[src/rtl/sgtb_pkg.sv]
`timescale 1ns/1ps
package sgtb_pkg;
  localparam int          ADDR_W    = 32;
  localparam int          DESC_W    = 64;
  localparam int          FIELD_W   = 16;
  localparam logic [7:0]  ATTR_XFER = 8'h21;
  localparam logic [7:0]  ATTR_END  = 8'h03;
  localparam logic [31:0] SLOT_STEP = 32'd4;

  typedef enum logic [2:0] {
    ST_IDLE, ST_ACC, ST_LEAD, ST_MAIN, ST_TERM, ST_DROP
  } sgtb_state_t;
endpackage

[src/rtl/sgtb_split.sv]
`timescale 1ns/1ps
module sgtb_split #(
  parameter int LEN_W = 20
) (
  input  logic [31:0]      addr,
  input  logic [LEN_W-1:0] len,
  input  logic [31:0]      slot,
  output logic             lead_vld,
  output logic [1:0]       lead_len,
  output logic [31:0]      lead_addr,
  output logic             main_vld,
  output logic [31:0]      main_addr,
  output logic [15:0]      main_len16
);
  logic [1:0]       off;
  logic [LEN_W-1:0] main_len;

  always_comb begin
    off        = 2'd0 - addr[1:0];
    lead_vld   = (off != 2'd0) && (len != '0);
    lead_len   = (len < LEN_W'(off)) ? len[1:0] : off;
    lead_addr  = slot;
    main_len   = len - LEN_W'(lead_len);
    main_vld   = (main_len != '0);
    main_addr  = addr + 32'(off);
    main_len16 = main_len[15:0];
  end
endmodule

[src/rtl/sgtb_fmt.sv]
`timescale 1ns/1ps
module sgtb_fmt (
  input  logic [7:0]  attr,
  input  logic [15:0] cnt,
  input  logic [31:0] addr,
  output logic [63:0] desc
);
  logic [7:0] byte_w [8];

  assign byte_w[0] = attr;
  assign byte_w[1] = 8'h00;
  assign byte_w[2] = cnt[7:0];
  assign byte_w[3] = cnt[15:8];

  for (genvar g = 0; g < 4; g++) begin : g_addr
    assign byte_w[4+g] = addr[8*g +: 8];
  end

  for (genvar g = 0; g < 8; g++) begin : g_pack
    assign desc[8*g +: 8] = byte_w[g];
  end
endmodule

[src/rtl/sg_table_builder.sv]
`timescale 1ns/1ps
module sg_table_builder #(
  parameter int MAX_SEGS = 128,
  parameter int MAX_XFER = 65536,
  parameter int LEN_W    = 20,
  localparam int MAX_ENT = 2*MAX_SEGS + 1,
  localparam int IDX_W   = $clog2(MAX_ENT),
  localparam int CNT_W   = $clog2(MAX_ENT + 1),
  localparam int SEGC_W  = $clog2(MAX_SEGS + 1)
) (
  input  logic             clk,
  input  logic             rst,
  input  logic [31:0]      bounce_base,
  input  logic             seg_valid,
  output logic             seg_ready,
  input  logic [31:0]      seg_addr,
  input  logic [LEN_W-1:0] seg_len,
  input  logic             seg_last,
  output logic             desc_we,
  output logic [IDX_W-1:0] desc_waddr,
  output logic [63:0]      desc_wdata,
  output logic             done,
  output logic [CNT_W-1:0] entry_count,
  output logic             overflow
);
  import sgtb_pkg::*;

  sgtb_state_t       state;
  logic [IDX_W-1:0]  ptr;
  logic [31:0]       slot_q;
  logic [SEGC_W-1:0] segcnt;
  logic [1:0]        lead_len_q;
  logic [31:0]       lead_addr_q;
  logic [31:0]       main_addr_q;
  logic [15:0]       main_len_q;
  logic              main_vld_q;
  logic              last_q;
  logic              term_pend;

  logic        fire, seg_err, len_bad, cnt_bad, base_bad;
  logic [31:0] slot_now;
  logic        sp_lead_vld, sp_main_vld;
  logic [1:0]  sp_lead_len;
  logic [31:0] sp_lead_addr, sp_main_addr;
  logic [15:0] sp_main_len;
  logic [7:0]  f_attr;
  logic [15:0] f_cnt;
  logic [31:0] f_addr;
  logic [63:0] f_desc;

  assign seg_ready = (state == ST_IDLE) || (state == ST_ACC) || (state == ST_DROP);
  assign fire      = seg_valid && seg_ready;
  assign slot_now  = (state == ST_IDLE) ? bounce_base : slot_q;

  assign len_bad  = seg_len > LEN_W'(MAX_XFER);
  assign cnt_bad  = (state == ST_ACC) && (segcnt == SEGC_W'(MAX_SEGS));
  assign base_bad = (state == ST_IDLE) && (bounce_base[1:0] != 2'b00);
  assign seg_err  = len_bad || cnt_bad || base_bad;

  sgtb_split #(.LEN_W(LEN_W)) u_split (
    .addr       (seg_addr),
    .len        (seg_len),
    .slot       (slot_now),
    .lead_vld   (sp_lead_vld),
    .lead_len   (sp_lead_len),
    .lead_addr  (sp_lead_addr),
    .main_vld   (sp_main_vld),
    .main_addr  (sp_main_addr),
    .main_len16 (sp_main_len)
  );

  always_comb begin
    unique case (state)
      ST_LEAD: begin
        f_attr = ATTR_XFER;
        f_cnt  = {14'd0, lead_len_q};
        f_addr = lead_addr_q;
      end
      ST_MAIN: begin
        f_attr = ATTR_XFER;
        f_cnt  = main_len_q;
        f_addr = main_addr_q;
      end
      default: begin
        f_attr = ATTR_END;
        f_cnt  = '0;
        f_addr = '0;
      end
    endcase
  end

  sgtb_fmt u_fmt (
    .attr (f_attr),
    .cnt  (f_cnt),
    .addr (f_addr),
    .desc (f_desc)
  );

  always_ff @(posedge clk) begin
    if (rst) begin
      state       <= ST_IDLE;
      ptr         <= '0;
      slot_q      <= '0;
      segcnt      <= '0;
      lead_len_q  <= '0;
      lead_addr_q <= '0;
      main_addr_q <= '0;
      main_len_q  <= '0;
      main_vld_q  <= 1'b0;
      last_q      <= 1'b0;
      term_pend   <= 1'b0;
      desc_we     <= 1'b0;
      desc_waddr  <= '0;
      desc_wdata  <= '0;
      done        <= 1'b0;
      entry_count <= '0;
      overflow    <= 1'b0;
    end else begin
      desc_we   <= 1'b0;
      done      <= term_pend;
      term_pend <= 1'b0;
      unique case (state)
        ST_IDLE, ST_ACC: begin
          if (fire) begin
            if (state == ST_IDLE) begin
              ptr      <= '0;
              overflow <= 1'b0;
            end
            if (seg_err) begin
              overflow <= 1'b1;
              state    <= seg_last ? ST_IDLE : ST_DROP;
            end else begin
              segcnt      <= (state == ST_IDLE) ? SEGC_W'(1) : segcnt + 1'b1;
              lead_len_q  <= sp_lead_len;
              lead_addr_q <= sp_lead_addr;
              main_addr_q <= sp_main_addr;
              main_len_q  <= sp_main_len;
              main_vld_q  <= sp_main_vld;
              last_q      <= seg_last;
              slot_q      <= sp_lead_vld ? slot_now + SLOT_STEP : slot_now;
              if (sp_lead_vld)      state <= ST_LEAD;
              else if (sp_main_vld) state <= ST_MAIN;
              else if (seg_last)    state <= ST_TERM;
              else                  state <= ST_ACC;
            end
          end
        end
        ST_LEAD: begin
          desc_we    <= 1'b1;
          desc_waddr <= ptr;
          desc_wdata <= f_desc;
          ptr        <= ptr + 1'b1;
          if (main_vld_q)  state <= ST_MAIN;
          else if (last_q) state <= ST_TERM;
          else             state <= ST_ACC;
        end
        ST_MAIN: begin
          desc_we    <= 1'b1;
          desc_waddr <= ptr;
          desc_wdata <= f_desc;
          ptr        <= ptr + 1'b1;
          state      <= last_q ? ST_TERM : ST_ACC;
        end
        ST_TERM: begin
          desc_we     <= 1'b1;
          desc_waddr  <= ptr;
          desc_wdata  <= f_desc;
          entry_count <= CNT_W'(ptr) + 1'b1;
          term_pend   <= 1'b1;
          state       <= ST_IDLE;
        end
        ST_DROP: begin
          if (fire && seg_last) state <= ST_IDLE;
        end
        default: state <= ST_IDLE;
      endcase
    end
  end
endmodule

[config.mk]
export PLATFORM = sky130hd
export DESIGN_NAME = sg_table_builder
export DESIGN_NICKNAME = d
export VERILOG_FILES = /design/src/rtl/sgtb_pkg.sv /design/src/rtl/sgtb_split.sv /design/src/rtl/sgtb_fmt.sv /design/src/rtl/sg_table_builder.sv
export SDC_FILE = /design/constraint.sdc
export NUM_CORES = 1
export LEC_CHECK = 0
export BUFFER_PORTS_ARGS = -buffer_cell sky130_fd_sc_hd__buf_2
export CAP_MARGIN = 30
export CORE_ASPECT_RATIO = 0.6
export CORE_MARGIN = 3
export CORE_UTILIZATION = 45
export DETAILED_ROUTE_END_ITERATION = 10
export PLACE_DENSITY = 0.65
export REMOVE_ABC_BUFFERS = 1
export SLEW_MARGIN = 15
export SYNTH_ARGS = -nofsm -noshare
export SYNTH_HDL_FRONTEND = slang
export SYNTH_HIERARCHICAL = 1
export SYNTH_SLANG_ARGS = --single-unit
[constraint.sdc]
create_clock -name clk -period 8.54 [get_ports clk]
set_input_delay 0 -clock clk [delete_from_list [all_inputs] [get_ports clk]]
set_output_delay 0 -clock clk [all_outputs]
set_load 0.01 [all_outputs]
* Word-level counts from Yosys, hierarchy flattened
Cells that the tools add are included.
** Cells by class
- Muxes and demuxes :: 24
- Equal/unequal tests :: 9
- Add/subtract/negate cells :: 6
- Bitwise logic cells :: 1
- $lt $le $gt $ge :: 2
- Reductions and logical operators :: 23
** Operators with widths (count)
- 2-to-1 mux 32 bit :: 2
- one-hot mux 32 bit (2 select lines) :: 1
- nonzero test 20 bit :: 2
- adder 32 x 2 -> 32 bit :: 1
- adder 32 x 3 -> 32 bit, second input constant :: 1
- one-hot mux 16 bit (2 select lines) :: 1
- 2-to-1 mux 3 bit :: 9
- > comparator 20 x 17 -> 1 bit, second input constant :: 1
- < comparator 20 x 2 -> 1 bit :: 1
- subtractor 20 x 2 -> 20 bit :: 1
- 2-to-1 mux 9 bit :: 2
- one-hot mux 9 bit (2 select lines) :: 1
- one-hot mux 3 bit (4 select lines) :: 1
- adder 9 x 1 -> 9 bit, second input constant :: 1
- AND reduction 3 bit :: 3
- adder 8 x 1 -> 8 bit, second input constant :: 1
- equality test 8 bit, second input constant :: 1
- 2-to-1 mux 8 bit :: 1
- nonzero test 2 bit :: 4
- equality test 3 x 2 -> 1 bit, second input constant :: 2
- equality test 3 bit, second input constant :: 2
- 2-to-1 mux 6 bit :: 1
- logical AND 1 bit :: 5
- logical OR 1 bit :: 4
- other kinds (11) :: 16
** Storage, ports and cells
- Input bits :: 88
- Output and inout port bits :: 86
- Flip-flop bits (word level) :: 214
- Word-level logic and storage cells :: 82

* Logic depth before layout (Yosys ltp)
- Depth in word-level cells :: 10
- Gate-level depth with buffers :: 17
- Depth with buffers taken out :: 17

* Modules after synthesis
The synthesis kept the hierarchy.
** Modules (own cells, without submodules)
- sg_table_builder :: sequential area each 4444.3 um2, cells an instance 1367, area an instance 10376.2 um2, times used 1
- sgtb_split :: sequential area each 0.0 um2, cells an instance 198, area an instance 1406.3 um2, times used 1
- sgtb_fmt :: sequential area each 0.0 um2, cells an instance 65, area an instance 484.2 um2, times used 1

* Worst setup path before layout
Ideal clock, no wire load.
- Path type :: input to register
- Start :: input port seg_len[14]
- End :: register state[2]
- Buffers on the path :: 0
- Stages :: 15
- Required time :: 8.466 ns
- Library setup time :: 0.074 ns
- Setup slack :: 5.191 ns
- Data arrival time :: 3.275 ns
- Cell sequence :: nor4_1 nand3_1 nor3_1 nand3b_1 mux2i_1 ha_1 fa_1 nor2b_1 and3_1 nor2b_1 xor2_1 or4_1 nor2_1 nand4_1 a31oi_1
** On the way
- Cells in the longest elaborated chain, start to end :: 9
- Elaborated cells on any way between the ends :: 14
- Those cells by class :: 1 x add/sub; 2 x order compare; 6 x mux; 5 x reduce/logical
** RTL lines
- start, declared :: RTL line sg_table_builder.sv:17 : input logic [LEN_W-1:0] seg_len,
- < comparator 20 x 2 -> 1 bit :: RTL line sgtb_split.sv:21 : lead_len = (len < LEN_W'(off)) ? len[1:0] : off;
- 2-to-1 mux 2 bit :: RTL line sgtb_split.sv:21
- named net sp_lead_len[0] :: RTL line sg_table_builder.sv:43 : logic [1:0] sp_lead_len;
- subtractor 20 x 2 -> 20 bit :: RTL line sgtb_split.sv:23 : main_len = len - LEN_W'(lead_len);
- named net sp_main_len[10] :: RTL line sg_table_builder.sv:45 : logic [15:0] sp_main_len;
- nonzero test 20 bit :: RTL line sgtb_split.sv:24 : main_vld = (main_len != '0);
- named net sp_main_vld :: RTL line sg_table_builder.sv:42 : logic sp_lead_vld, sp_main_vld;
- 2-to-1 mux 3 bit :: RTL line sg_table_builder.sv:142 : else if (sp_main_vld) state <= ST_MAIN;
- 2-to-1 mux 3 bit :: RTL line sg_table_builder.sv:141 : if (sp_lead_vld) state <= ST_LEAD;
- 2-to-1 mux 3 bit :: RTL line sg_table_builder.sv:129 : if (seg_err) begin
- 2-to-1 mux 3 bit :: RTL line sg_table_builder.sv:124 : if (fire) begin
- one-hot mux 3 bit (4 select lines) :: RTL line sg_table_builder.sv:122 : unique case (state)
- end signal, assigned :: RTL line sg_table_builder.sv:131 : state <= seg_last ? ST_IDLE : ST_DROP;
- end signal, assigned :: RTL line sg_table_builder.sv:162 : state <= last_q ? ST_TERM : ST_ACC;
- end, declared :: RTL line sg_table_builder.sv:28 : sgtb_state_t state;
The timed path passes the listed nets, and every way through them passes these cells. The select of a mux whose other input is x is not followed.
A chain may end at the register's enable or synchronous reset.

* Worst setup path after layout
- Start :: input port seg_len[12]
- End :: register state[1]
The elaborated chain is that of the path after synthesis.

==> flow_summary.ini <==
[clocking]
clkSlewWorstSetupHoldPaths_ns = 0.06
clock-sinks = 222
numCtsBuffers = 23
cts_buffer_depth = 3
post_cts_buffers = 0
h-tree-depth = 1
clkLatencyLatePin_ns = 0.52
ctsResizeCount = 0
cts_tree = built
clockRootBuffer = clkbuf_16
cts_hold_buf = 118

[placed_design]
placed_area_um2 = 12600
numPortBuffers = 173
preCtsSetupSlack_ns = 4.61
gp_congestion = 0.908
dp_hpwl_mm = 23.1

[sta]
tightest_slew_ns = 0.926
setup_tns_ns = 0
fin_crit_sh = 0.490
slew_viol_final = 0
fin_worst_skew_ns = 0.00703
finalSetupViolations = 0
max_freq_mhz = 239
rsz0062_at_grt = no
holdWs_ns = 0.0668
fin_crit_ns = 4.18
fin_ws_ns = 4.36
max-slew-margin-rel = 0.377
hold_viol = 0

[status]
status = finished, final reports clean

[layout]
postLayoutCellArea_um2 = 14500
areaGrowthSynthToFinish_pct = 18.2
fin_nets = 1871
final_cell_mix = nand2_1, dfxtp_1, a21oi_1
drive_gt1_frac = 0.144
fin_util = 0.545
final_common_cell = nand2_1

[route]
drt-met1-wl_mm = 17.2
vias = 11800
routedWlPerCell_um = 16.7
highest_layer = met4
drcViolationCount = 0
firstDrtPassIters = 7
viasPerCell = 5.50
drt_wl_total_mm = 35.8
drt_iter0_markers = 1004
detail-route-antenna-nets = 0
wl_met3_mm = 2.69
dr_wl_met2_mm = 15.2

[logic_synthesis]
async_flop_share = 0
avgSynthCellArea_um2 = 7.53
syn-cell-area_um2 = 12300
yosysWarnings = 6
seq_area_frac_synth = 0.362
syn_inst = 1630
synth.distinct_cells = 72
yosys_register_bits = 222
synth_enable_flop_cells = 0
synthFlopType = dfxtp_1

[floorplan]
fp-row-count = 46
die_x_um = 219
die_h_um = 134
io_pins = 174
start_util = 0.461
core_area_um2 = 26600
die_area_um2 = 29300

[pwr]
p_per_area_nw_per_um2 = 158
ir_drop_v = 0.000109
leakagePower_nw = 5.56

[setup_path]
critPathMaxFanout = 6
setup.worst_path.start_class = input port
rrSetupSlack_ns = 4.57
cp.required_ns = 8.90
cpMostUsedCell = nor2b_1
critPathMaxStageDelay_ns = 0.59
path_cells = dlygate4sd3_1 > buf_2 > nor4_1 > nand3_1 > nor3_1 > nand3b_1 > mux2i_1 > ha_1 > fa_1 > nor2b_1 > and3_1 > nor2b_1 > xor2_1 > or4_1 > nor2_1 > nand4b_1 > a211oi_1
critPathCaptureType = flop
worstPathArrival_ns = 4.54
r2r_cells = 9
worstReg2RegStart = segcnt[0]
cpMaxStageDelayCell = or4_1
crit_type = input port to flop
r2r-end = main_addr_q[31]

[hold_path]
min-delay-start = bounce_base[14]
hold_class = input port to flop
holdPathEnd = lead_addr_q[14]
hold_depth = 5

[global_routing]
grt_max_degree = 81
grt_pass1_wl_mm = 57.8
gr-total-overflow = 0
first_global_vias = 11200
antenna_found_initial = 1
grt_usage = 0.238

[flow_run]
maxCapViolCount = 0
-- critical path, delay by kind of cell --
kind / cells / cell delay [ns]
compound gates: 1 / 0.07
xor+xnor: 1 / 0.16
fa+ha+maj: 2 / 0.72
mux: 1 / 0.19
buf+inv: 2 / 0.70
simple gates: 10 / 2.68
-- metrics by stage --
step | cells | total power [mW]
detailed placement | 1989 | 1.30
floorplan | 1439 | 1.20
global placement | 1988 | 1.30
finish | 2145 | 2.29
global route | 2145 | 2.38
CTS | 2144 | 2.31
-- flip-flops by register name, summed over array words and instances, names as in the netlist, 3 cells and up --
signal / cells
desc_wdata: 64
lead_addr_q: 32
main_addr_q: 32
slot_q: 32
main_len_q: 16
desc_waddr: 9
entry_count: 9
ptr: 9
segcnt: 8
state: 3
-- metal layers --
| layer | vias up | global-route usage |
|---|---|---|
| met4 | 0 | 0.0482 |
| met5 | - | 0 |
| met3 | 55 | 0.0408 |
| met1 | 5565 | 0.352 |
| li1 | 5762 | - |
| met2 | 420 | 0.364 |
-- power by group --
group          leakage (nW)  total [mW]  internal (mW)  switching [mW]
clock network         0.342       0.968          0.548           0.419
registers              1.79        1.05           1.04         0.00619
logic                  3.43       0.269          0.108           0.161
total                  5.56        2.29           1.70           0.586
-- cells in the mapped netlist (3+ instances only) --
cell type	instances	area [um^2]
nand2_1	416	1560
dfxtp_1	222	4440
a21oi_1	186	931
buf_4	97	728
nor2_1	89	334
clkbuf_1	75	282
mux2i_1	56	561
nand3_1	54	270
xnor2_1	38	333
and3_1	35	219
inv_1	31	116
nand4_1	31	194
nor3_1	29	145
xor2_1	25	219
o21ai_0	19	95.1
buf_2	17	85.1
mux2_2	15	169
a211oi_1	11	82.6
buf_1	11	41.3
or3_1	11	68.8
a31oi_1	10	62.6
ha_1	10	125
nor4_1	10	62.6
a21o_1	8	60.1
or4_1	8	60.1
and4_1	7	61.3
nand4b_1	7	61.3
o22ai_1	7	43.8
and2_1	6	37.5
nor2b_1	6	37.5
o211ai_1	5	37.5
o221ai_1	5	43.8
o311ai_0	5	43.8
a2111o_1	4	45.0
a311o_1	4	40.0
conb_1	4	15.0
a221oi_1	3	26.3
a22oi_1	3	22.5
nand3b_1	3	22.5
nor3b_1	3	22.5
nor4b_2	3	45.0
o311a_1	3	30.0
o311ai_1	3	26.3
-- kinds of logic after synthesis --
logic type	count (synthesis)	synth area share
and+or+nand+nor	733	0.274
AOI/OAI and AO/OA	293	0.142
buffers and inverters	233	0.104
DFF	222	0.362
muxes	71	0.0595
xor gates and xnor gates	63	0.0450
adders and majority gates	11	0.0118
other	4	0.00122
-- layout make-up --
cell class	instances	area, um^2
inverter	31	116
sequential	222	4450
clock buffer	32	639
timing repair buffer	308	2180
clock inverter	5	50.0
tap	360	450
multi-input combinational	1186	6620
antenna	1	2.50
fill	2567	12100
-- worst max-delay path by stage --
stage	start	end	cells past startpoint
after floorplan	state[0]	slot_q[12]	4
after global placement	seg_len[14]	state[1]	16
after detailed placement	seg_len[14]	state[1]	16
after CTS	seg_len[14]	state[1]	17
after global routing	seg_len[12]	state[1]	16
final	seg_len[12]	state[1]	17
No activity file was read; power rests on OpenSTA's default activity.
